**src/rtl/mbe_pkg.sv**
```systemverilog
package mbe_pkg;
   typedef enum logic [1:0] {
      ST_IDLE  = 2'd0,
      ST_ISSUE = 2'd1,
      ST_WB    = 2'd2,
      ST_FIN   = 2'd3
   } mbe_state_e;
endpackage

```
**src/rtl/mbe_lut_mem.sv**
```systemverilog
module mbe_lut_mem #(
   parameter int ROWS = 64,
   parameter int W    = 4,
   localparam int AW  = $clog2(ROWS)
) (
   input  logic          clk,
   input  logic          we,
   input  logic [AW-1:0] waddr,
   input  logic [W-1:0]  wdata,
   input  logic [AW-1:0] raddr,
   output logic [W-1:0]  rdata
);
   logic [W-1:0] mem_q [ROWS];

   // one-cycle read latency
   always_ff @(posedge clk) begin
      if (we) mem_q[waddr] <= wdata;
      rdata <= mem_q[raddr];
   end
endmodule

```
**src/rtl/mbe_ucode_store.sv**
```systemverilog
module mbe_ucode_store #(
   parameter int DEPTH = 16,
   parameter int UW    = 28,
   localparam int AW   = $clog2(DEPTH)
) (
   input  logic          clk,
   input  logic          we,
   input  logic [AW-1:0] waddr,
   input  logic [UW-1:0] wdata,
   input  logic [AW-1:0] raddr,
   output logic [UW-1:0] rdata
);
   logic [UW-1:0] word_q [DEPTH];

   always_ff @(posedge clk) begin
      if (we) word_q[waddr] <= wdata;
   end

   assign rdata = word_q[raddr];
endmodule

```
**src/rtl/mbe_addr_route.sv**
```systemverilog
module mbe_addr_route #(
   parameter int K     = 4,
   parameter int SRC_W = 23,
   parameter int SEL_W = 5,
   parameter int ROW_W = 6
) (
   input  logic [SRC_W-1:0]   src,
   input  logic [K*SEL_W-1:0] sel_flat,
   input  logic [ROW_W-1:0]   base,
   output logic [ROW_W-1:0]   addr
);
   logic [K-1:0] off_bits;

   for (genvar k = 0; k < K; k++) begin : g_bit
      logic [SEL_W-1:0] sel_k;
      assign sel_k = sel_flat[k*SEL_W +: SEL_W];
      if ((1 << SEL_W) > SRC_W) begin : g_guard
         assign off_bits[k] = (int'(sel_k) < SRC_W) ? src[sel_k] : 1'b0;
      end else begin : g_direct
         assign off_bits[k] = src[sel_k];
      end
   end

   assign addr = base + ROW_W'(off_bits);
endmodule

```
**src/rtl/mbe_seq.sv**
```systemverilog
module mbe_seq
   import mbe_pkg::*;
#(
   parameter int N_IN   = 6,
   parameter int LUT_W  = 4,
   parameter int N_REG  = 4,
   parameter int STEP_W = 4,
   parameter int REG_IW = 2,
   localparam int IREG_W = N_REG * LUT_W,
   localparam int SRC_W  = 1 + N_IN + IREG_W
) (
   input  logic              clk,
   input  logic              rst_n,
   input  logic              start,
   input  logic [N_IN-1:0]   in_vec,
   input  logic [STEP_W-1:0] n_steps_m1,
   input  logic [LUT_W-1:0]  rdata,
   input  logic [REG_IW-1:0] dst,
   output mbe_state_e        st,
   output logic [STEP_W-1:0] step,
   output logic [STEP_W-1:0] last,
   output logic [IREG_W-1:0] ireg,
   output logic [SRC_W-1:0]  src,
   output logic              done
);
   mbe_state_e        st_q;
   logic [STEP_W-1:0] step_q, last_q;
   logic [N_IN-1:0]   in_q;
   logic [IREG_W-1:0] ireg_q;

   always_ff @(posedge clk or negedge rst_n) begin
      if (!rst_n) begin
         st_q   <= ST_IDLE;
         step_q <= '0;
         last_q <= '0;
         in_q   <= '0;
         ireg_q <= '0;
      end else begin
         unique case (st_q)
            ST_IDLE: if (start) begin
               in_q   <= in_vec;
               last_q <= n_steps_m1;
               step_q <= '0;
               st_q   <= ST_ISSUE;
            end
            ST_ISSUE: st_q <= ST_WB;
            ST_WB: begin
               ireg_q[int'(dst)*LUT_W +: LUT_W] <= rdata;
               if (step_q == last_q) begin
                  st_q <= ST_FIN;
               end else begin
                  step_q <= step_q + 1'b1;
                  st_q   <= ST_ISSUE;
               end
            end
            ST_FIN: st_q <= ST_IDLE;
            default: st_q <= ST_IDLE;
         endcase
      end
   end

   assign st   = st_q;
   assign step = step_q;
   assign last = last_q;
   assign ireg = ireg_q;
   assign src  = {ireg_q, in_q, 1'b0};
   assign done = (st_q == ST_FIN);
endmodule

```
**src/rtl/mbe_top.sv**
```systemverilog
module mbe_top
   import mbe_pkg::*;
#(
   parameter int N_IN      = 6,
   parameter int LUT_W     = 4,
   parameter int LUT_ROWS  = 64,
   parameter int ADDR_K    = 4,
   parameter int N_REG     = 4,
   parameter int MAX_STEPS = 16,
   localparam int ROW_W  = $clog2(LUT_ROWS),
   localparam int SRC_W  = 1 + N_IN + N_REG * LUT_W,
   localparam int SEL_W  = $clog2(SRC_W),
   localparam int REG_IW = $clog2(N_REG),
   localparam int STEP_W = $clog2(MAX_STEPS),
   localparam int UC_W   = REG_IW + ROW_W + ADDR_K * SEL_W
) (
   input  logic              clk,
   input  logic              rst_n,
   input  logic              start,
   input  logic [N_IN-1:0]   in_vec,
   input  logic [STEP_W-1:0] n_steps_m1,
   input  logic [REG_IW-1:0] res_sel,
   input  logic              lut_we,
   input  logic [ROW_W-1:0]  lut_waddr,
   input  logic [LUT_W-1:0]  lut_wdata,
   input  logic              uc_we,
   input  logic [STEP_W-1:0] uc_waddr,
   input  logic [UC_W-1:0]   uc_wdata,
   output logic              done,
   output logic [LUT_W-1:0]  result
);
   localparam int IREG_W = N_REG * LUT_W;

   initial begin : p_param_chk
      if (ADDR_K > ROW_W)        $error("ADDR_K exceeds table address width");
      if (N_REG < 2)             $error("N_REG must be at least 2");
      if ((1 << ROW_W) != LUT_ROWS)  $error("LUT_ROWS must be a power of two");
      if ((1 << STEP_W) != MAX_STEPS) $error("MAX_STEPS must be a power of two");
   end

   mbe_state_e        seq_st;
   logic [STEP_W-1:0] seq_step, seq_last;
   logic [IREG_W-1:0] ireg_flat;
   logic [SRC_W-1:0]  route_src;
   logic [UC_W-1:0]   uc_word;
   logic [ROW_W-1:0]  lut_raddr;
   logic [LUT_W-1:0]  lut_rdata;
   logic [REG_IW-1:0] uc_dst;
   logic [ROW_W-1:0]  uc_base;
   logic [ADDR_K*SEL_W-1:0] uc_sel;

   assign uc_sel  = uc_word[ADDR_K*SEL_W-1:0];
   assign uc_base = uc_word[ADDR_K*SEL_W +: ROW_W];
   assign uc_dst  = uc_word[UC_W-1 -: REG_IW];

   mbe_ucode_store #(.DEPTH(MAX_STEPS), .UW(UC_W)) u_ucode (
      .clk(clk), .we(uc_we), .waddr(uc_waddr), .wdata(uc_wdata),
      .raddr(seq_step), .rdata(uc_word)
   );

   mbe_addr_route #(.K(ADDR_K), .SRC_W(SRC_W), .SEL_W(SEL_W), .ROW_W(ROW_W)) u_route (
      .src(route_src), .sel_flat(uc_sel), .base(uc_base), .addr(lut_raddr)
   );

   mbe_lut_mem #(.ROWS(LUT_ROWS), .W(LUT_W)) u_lut (
      .clk(clk), .we(lut_we), .waddr(lut_waddr), .wdata(lut_wdata),
      .raddr(lut_raddr), .rdata(lut_rdata)
   );

   mbe_seq #(
      .N_IN(N_IN), .LUT_W(LUT_W), .N_REG(N_REG), .STEP_W(STEP_W), .REG_IW(REG_IW)
   ) u_seq (
      .clk(clk), .rst_n(rst_n), .start(start), .in_vec(in_vec),
      .n_steps_m1(n_steps_m1), .rdata(lut_rdata), .dst(uc_dst),
      .st(seq_st), .step(seq_step), .last(seq_last), .ireg(ireg_flat),
      .src(route_src), .done(done)
   );

   assign result = ireg_flat[int'(res_sel)*LUT_W +: LUT_W];
endmodule

```
**config.mk**
```make
export PLATFORM = sky130hd
export DESIGN_NAME = mbe_top
export DESIGN_NICKNAME = d
export VERILOG_FILES = /design/src/rtl/mbe_pkg.sv /design/src/rtl/mbe_lut_mem.sv /design/src/rtl/mbe_ucode_store.sv /design/src/rtl/mbe_addr_route.sv /design/src/rtl/mbe_seq.sv /design/src/rtl/mbe_top.sv
export SDC_FILE = /design/constraint.sdc
export NUM_CORES = 1
export LEC_CHECK = 0
export BUFFER_PORTS_ARGS = -buffer_cell sky130_fd_sc_hd__buf_4
export CAP_MARGIN = 20
export CORE_ASPECT_RATIO = 2
export CORE_MARGIN = 1
export CORE_UTILIZATION = 33
export CTS_CLUSTER_DIAMETER = 60
export CTS_CLUSTER_SIZE = 12
export DETAILED_ROUTE_END_ITERATION = 8
export GPL_ROUTABILITY_DRIVEN = 0
export PLACE_DENSITY_LB_ADDON = 0.12
export REMOVE_ABC_BUFFERS = 1
export SETUP_SLACK_MARGIN = 0.15
export SYNTH_ARGS = -nofsm -noshare
export SYNTH_HDL_FRONTEND = slang
export SYNTH_SLANG_ARGS = --single-unit
```
**constraint.sdc**
```tcl
create_clock -name clk -period 7.3 [get_ports clk]
set_input_delay 0.73 -clock clk [delete_from_list [all_inputs] [get_ports clk]]
set_output_delay 0.73 -clock clk [all_outputs]
set_load 0.005 [all_outputs]
```
Word-level counts from Yosys, hierarchy flattened. Memories as Yosys holds them, arrays and structs flattened. A register that Yosys moved wholly into a read port is not among the register bits. Cells that the tools add are included.

Add/sub/neg operators: 3. $mul: 0. Divide/modulo/power cells: 0. Order comparisons: 8. Equal/unequal tests: 6. Shifts and indexed selects: 3. Muxes and demuxes: 23. Bitwise logic cells: 0. Reduce and logical (&&, ||, !) cells: 4.

Operators by type and width (number): negation 4 -> 33 bit (1); variable shift 4 x 33 -> 16 bit, first input constant (1); variable part select 4 x 33 -> 16 bit (1); less-than comparator 5 x 6 -> 1 bit, second input constant (4); binary-select mux 1 bit (select 5 bit) (4); less-than comparator 5 bit, second input constant (4); bitwise mux 16 bit (1); variable part select 16 x 5 -> 4 bit (1); 2-to-1 mux 1 bit (12); 2-to-1 mux 4 bit (2); case mux 2 bit (4 select lines) (1); case mux 4 bit (2 select lines) (1); adder 6 x 4 -> 6 bit (1); adder 4 x 1 -> 4 bit, second input constant (1); equality test 2 bit, second input constant (2); equality test 4 bit (1); 2-to-1 mux 2 bit (2); inequality test 2 bit, second input constant (2); AND reduction 3 bit (1); equality test 2 x 1 -> 1 bit, second input constant (1); logical NOT 2 bit (1); AND reduction 2 bit (1); nonzero test 2 bit (1).

Register bits after elaboration: 32. Latch bits: 0. RAM bits: 704. Memory bits (read-only): 0. Input port bits: 59. Output and inout port bits: 5. Logic and storage cells: 54. Memories kept: 2.

Memory list: u_ucode.word_q (words 16, bits a word 28, read ports 1, clocked after Yosys merged registers in 0, wr ports 1, RTL line mbe_ucode_store.sv:13) `logic [UW-1:0] word_q [DEPTH];`; u_lut.mem_q (words 64, bits a word 4, read ports 1, clocked after Yosys merged registers in 1, wr ports 1, RTL line mbe_lut_mem.sv:13) `logic [W-1:0] mem_q [ROWS];`.

Longest topological paths before layout. An unclocked memory read counts as a cell.

Depth after elaboration: 5. Gate-level depth with buffers: 23.

Cells and area by module. Synthesis repeated with hierarchy kept, for this count alone.

Cell total of the unflattened synthesis: 1467. Area, all modules: 30006.3 µm².

Modules (own cells, without submodules): mbe_ucode_store (instances 1, cells an instance 707, area each 16973.8 µm², sequential area each 13452.9 µm²); mbe_lut_mem (instances 1, cells an instance 521, area each 10407.5 µm², sequential area each 7767.4 µm²); mbe_seq (instances 1, cells an instance 139, area each 1565.3 µm², sequential area each 800.8 µm²); mbe_addr_route (instances 1, cells an instance 96, area each 954.7 µm², sequential area each 0.0 µm²); mbe_top (instances 1, cells an instance 4, area each 105.1 µm², sequential area each 0.0 µm²).

Least setup slack after synthesis. No wires, ideal clock.

Path kind: register to register. Start: register u_seq.step_q[0] (netlist: u_seq.step[0]). End: register u_lut.rdata[0], read port of u_lut.mem_q. Data arrival time: 5.254 ns. Slack: 1.907 ns. Stages on the path, launching flop included: 19. Clock period less this slack: 5.393 ns. Cell sequence: dfrtp_1 -> buf_4 -> buf_6 -> buf_6 -> buf_4 -> buf_4 -> mux4_2 -> mux4_2 -> o311ai_1 -> ha_1 -> inv_1 -> fa_1 -> clkbuf_1 -> clkbuf_1 -> clkbuf_1 -> mux4_2 -> mux4_2 -> mux2i_1 -> a21oi_1.

Word-level cells in the longest chain between the ends: 5. Elaborated cells on any way between the ends: 18. Classes of those cells: add/sub: 1; order compare: 4; mux: 12; memory: 1.

Ends and longest elaborated chain: from (decl) (RTL line mbe_seq.sv:27) `logic [STEP_W-1:0] step_q, last_q;`; from (signal assigned) (RTL line mbe_seq.sv:52) `step_q <= step_q + 1'b1;`; memory (16 x 28 bit) *; binary-select mux 1 bit (select 5 bit) (RTL line mbe_addr_route.sv:18) `assign off_bits[k] = (int'(sel_k) < SRC_W) ? src[sel_k] : 1'b0;`; 2-to-1 mux 1 bit (not written as such) (RTL line mbe_addr_route.sv:18); 2-to-1 mux 1 bit (RTL line mbe_addr_route.sv:18); adder 6 x 4 -> 6 bit * (RTL line mbe_addr_route.sv:24) `assign addr = base + ROW_W'(off_bits);`; to (decl) (RTL line mbe_lut_mem.sv:11) `output logic [W-1:0] rdata`.

Mark *: on every way between the ends. The rest lies on a longest branch, timed or not. The select of a mux whose other input is x is not followed. A chain may end at the register's enable or synchronous reset.

Worst setup path after layout.
Start: register u_seq.step_q[0] (netlist: u_seq.step[0]). End: register u_lut.rdata[3], read port of u_lut.mem_q.

The elaborated chain is that of the path after synthesis.

==> results.txt <==
----------------------------------------------------
[Critical path]
  CP max-delay cell ... dfrtp_4
  Crit path kind ... reg2reg
  Crit Path Max Fanout ... 64
  Worst-path cell chain ... inv_2, mux2i_1, a21oi_1, mux2_2, o21ai_0, o21a_1, o311ai_1, ha_4, inv_1, fa_2, buf_12, mux4_2, mux4_2, nor2b_1, a211oi_1, a21oi_1
  Element type at the critical path end ... register
  Element type at the critical path start ... register
  Required time of the critical path ... 7780 ps
  Data arrival time at the worst-slack endpoint ... a little under 7000 ps
  Largest stage delay, worst path ... 920 ps

[Hold path]
  Worst Hold Class ... in2reg

[Logic synthesis]
  #FFs+latches synth ... 740
  Distinct cell type count after synthesis ... between 60 and 70
  Post-synth EDFFs ... around 700
  Fraction of synthesized cell area taken by the top area cell type ... 0.7016
  Post-Synthesis Cell Area ... ~0.03 sq mm
  Cell accounting for the most synthesized area ... edfxtp_1
  Count of mapped cells out of synthesis ... roughly 1400
  Share of flip-flops with an asynchronous set or reset after synthesis ... 0.04324
  Syn_area_per_cell ... ~21 sq um
  Yosys warning total ... 0
  Sequential-to-total area share from yosys stat ... 0.7308
  Top area cells in the synthesized netlist ... edfxtp_1 (70%), mux4_2 (15%), dfrtp_1 (2.7%)
  Commonest register cell after synthesis ... edfxtp_1

[Floorplan]
  Die W ... between 200 and 250 um
  Die area ... 0.09259 sq mm
  Site row count ... 156
  Initial standard-cell utilization of the core ... 0.3334
  I/O pin count ... 64
  Chip Height ... approximately 430 um
  Core Area ... around 0.09 sq mm

[Clocking]
  Clock Sinks ... 740
  Skew-Pair Late Insertion Delay ... 660 ps
  Level count of the clock H-tree ... 3
  CTS tree ... built
  Root buffer selected by CTS ... clkbuf_16
  Setup repair bufs after CTS ... 0
  Number of buffers inserted during clock tree synthesis ... approximately 70
  Max Buffers Root-to-Sink ... 3
  Clock transition time at the flip-flop clock pins of the worst setup and hold paths ... ~60 ps

[Routing]
  Detailed-route wire length ... 80740 um
  Drt via density ... ~5.3
  Starting DRC count in detailed routing ... about 940
  DRC violations left ... 0
  Total number of vias ... roughly 15000
  Initial DRT Pass Iterations ... 4
  Antenna viol nets, final ... 0
  Routed wirelength normalized by instance count ... between 20 and 30 um

[Placement]
  Place WS ... 757.4 ps
  # port buffers ... 63
  DP Wirelength ... between 50000 and 60000 um

[Final layout]
  Area added between synthesis and finish ... 13.47%
  Post-Route Utilization ... 0.3783
  Proportion of layout cells with a drive suffix above 1 ... 0.2807
  Filler instances ... ~8200
  Most common cell after layout, fill and taps aside ... edfxtp_1
  NumNets Final ... around 1600
  Leading cell types in the layout, fill and taps excluded ... edfxtp_1 (704), mux4_2 (203), buf_4 (91)

[Timing]
  Worst hold slack after final layout ... between 300 and 400 ps
  Final TNS setup ... 0 ps
  Least-Margin Pin Slew ... 993.5 ps
  Clock tree skew after final layout ... roughly 19 ps
  Worst-case setup margin in the final layout ... 947.5 ps
  Final Cycle Share ... 0.8702
  Number of failing hold endpoints at the final stage ... 0
  Max-slew violation total from the final report ... 0
  Max Clk Rate ... approximately 0.16 GHz
  Slew HR ... 0.3354
  Final setup violating endpoints ... 0
  Setup repair after global routing missed its margin ... no
  Time the final worst path needs with I/O delays and setup ... approximately 6400 ps

[Power]
  Max rail drop VDD ... between 0.6 and 0.7 mV
  Lkg Pwr ... roughly 11 nW
  Total power per unit cell area ... roughly 420 mW/mm^2

[Global route]
  Largest net degree at the start of global routing ... 65
  Initial antenna violation count ... 8
  Gr ovfl total ... 0
  Vias in the first global route ... around 16000
  Overall routing resource usage ... 0.1783
  Global-route wire length before repair ... between 100000 and 150000 um

[Outcome]
  Run status ... completed

[Flow run]
  Number of maximum-capacitance violations ... 0

----------------------------------------------------
[final timing paths]
check / from / end / slack [ps] / cells after the start
hold reg to reg: u_seq.last[2] / u_seq.last[2] / 540 / 1
setup reg to reg: u_seq.step[0] / u_lut.rdata[3] / 950 / 16
hold / removal: in_vec[1] / u_seq.in_q[1] / 310 / 2
min in group asynchronous: rst_n / u_seq.step[2] / 540 / 2
setup / recovery: u_seq.step[0] / u_lut.rdata[3] / 950 / 16
max in group asynchronous: rst_n / u_seq.step[0] / 6430 / 2
[registers in the layout, summed over array words and instances (netlist names)]
signal          flops
u_seq.last          4
u_seq.ireg         16
u_lut.mem_q       256
u_seq.st            2
u_ucode.word_q    448
u_seq.in_q          6
u_seq.step          4
u_lut.rdata         4
[cell families after synthesis]
| group | count (synthesis) | share of synthesized area |
|---|---|---|
| compound gates | 106 | 0.02600 |
| simple gates | 195 | 0.03044 |
| xor+xnor | 8 | 0.002325 |
| flops | 740 | 0.7308 |
| mux | 301 | 0.1915 |
| buf+inv | 85 | 0.01412 |
| fa+ha+maj | 11 | 0.004817 |
[repair_timing]
action / CTS / global route
hold endpoints to repair: 32 / 0
gates resized for setup: 0 / 0
hold buffers: 1 / 0
[report_power, final]
group	switching (W)	internal, W
Clock	0.00158	0.00185
Combinational	0.00293	0.00309
Sequential	0.000284	0.00480
Total	0.00479	0.00974
[worst max-delay path, delay by kind of cell, from the launching register on]
family          cells  cell delay [ps]
flops               1              920
mux                 4             1730
compound gates      6             1680
simple gates        1              160
buf+inv             3              840
fa+ha+maj           2              780
[layout make-up]
type	count	area (sq um)	area share
flip-flops and latches	740	22030	0.6444
diodes	3	7.507	0.0002196
clock inverters	8	102.6	0.003001
clock buffers	91	1926	0.05632
repair buffers	95	753.2	0.02203
multi-input cells	621	7825	0.2289
inverters	16	60.06	0.001757
well taps	1185	1483	0.04337
[synthesized netlist by cell type (3+ instances only)]
cell type / count
edfxtp_1: 704
mux4_2: 203
nor2_1: 92
mux2i_1: 59
nand2_1: 35
dfrtp_1: 32
clkbuf_1: 28
mux2_2: 26
a22o_1: 24
buf_2: 24
inv_1: 15
a21oi_1: 14
nor2b_1: 13
o21ai_0: 13
ha_1: 10
mux4_1: 10
nand3_1: 10
nand3b_1: 9
nor3_1: 9
a211oi_1: 8
buf_4: 8
nand2b_1: 7
a22oi_1: 6
xnor2_1: 6
a21o_1: 5
o211ai_1: 5
o22ai_1: 5
buf_1: 4
buf_6: 4
dfxtp_1: 4
and2_1: 3
and3_1: 3
nand4_1: 3
o21a_1: 3
o221ai_1: 3
o311ai_0: 3
[through the flow]
step	area, sq um	std cells	power [W]
5_1_grt	34190	2757	0.01521
3_5_place_dp	32140	2656	0.01136
4_1_cts	34180	2756	0.01482
2_1_floorplan	29770	1377	0.009590
6_report	34190	2759	0.01452
3_3_place_gp	32140	2656	0.01130
[metal layers]
metal,GRT usage,share of wire,up-vias
li1,-,-,6218
met1,0.1886,0.36,7755
met3,0.02692,0.040,152
met4,0.08406,0.040,8
met5,0,0.00078,-
met2,0.3400,0.56,374
No activity file was read; power rests on OpenSTA's default activity.
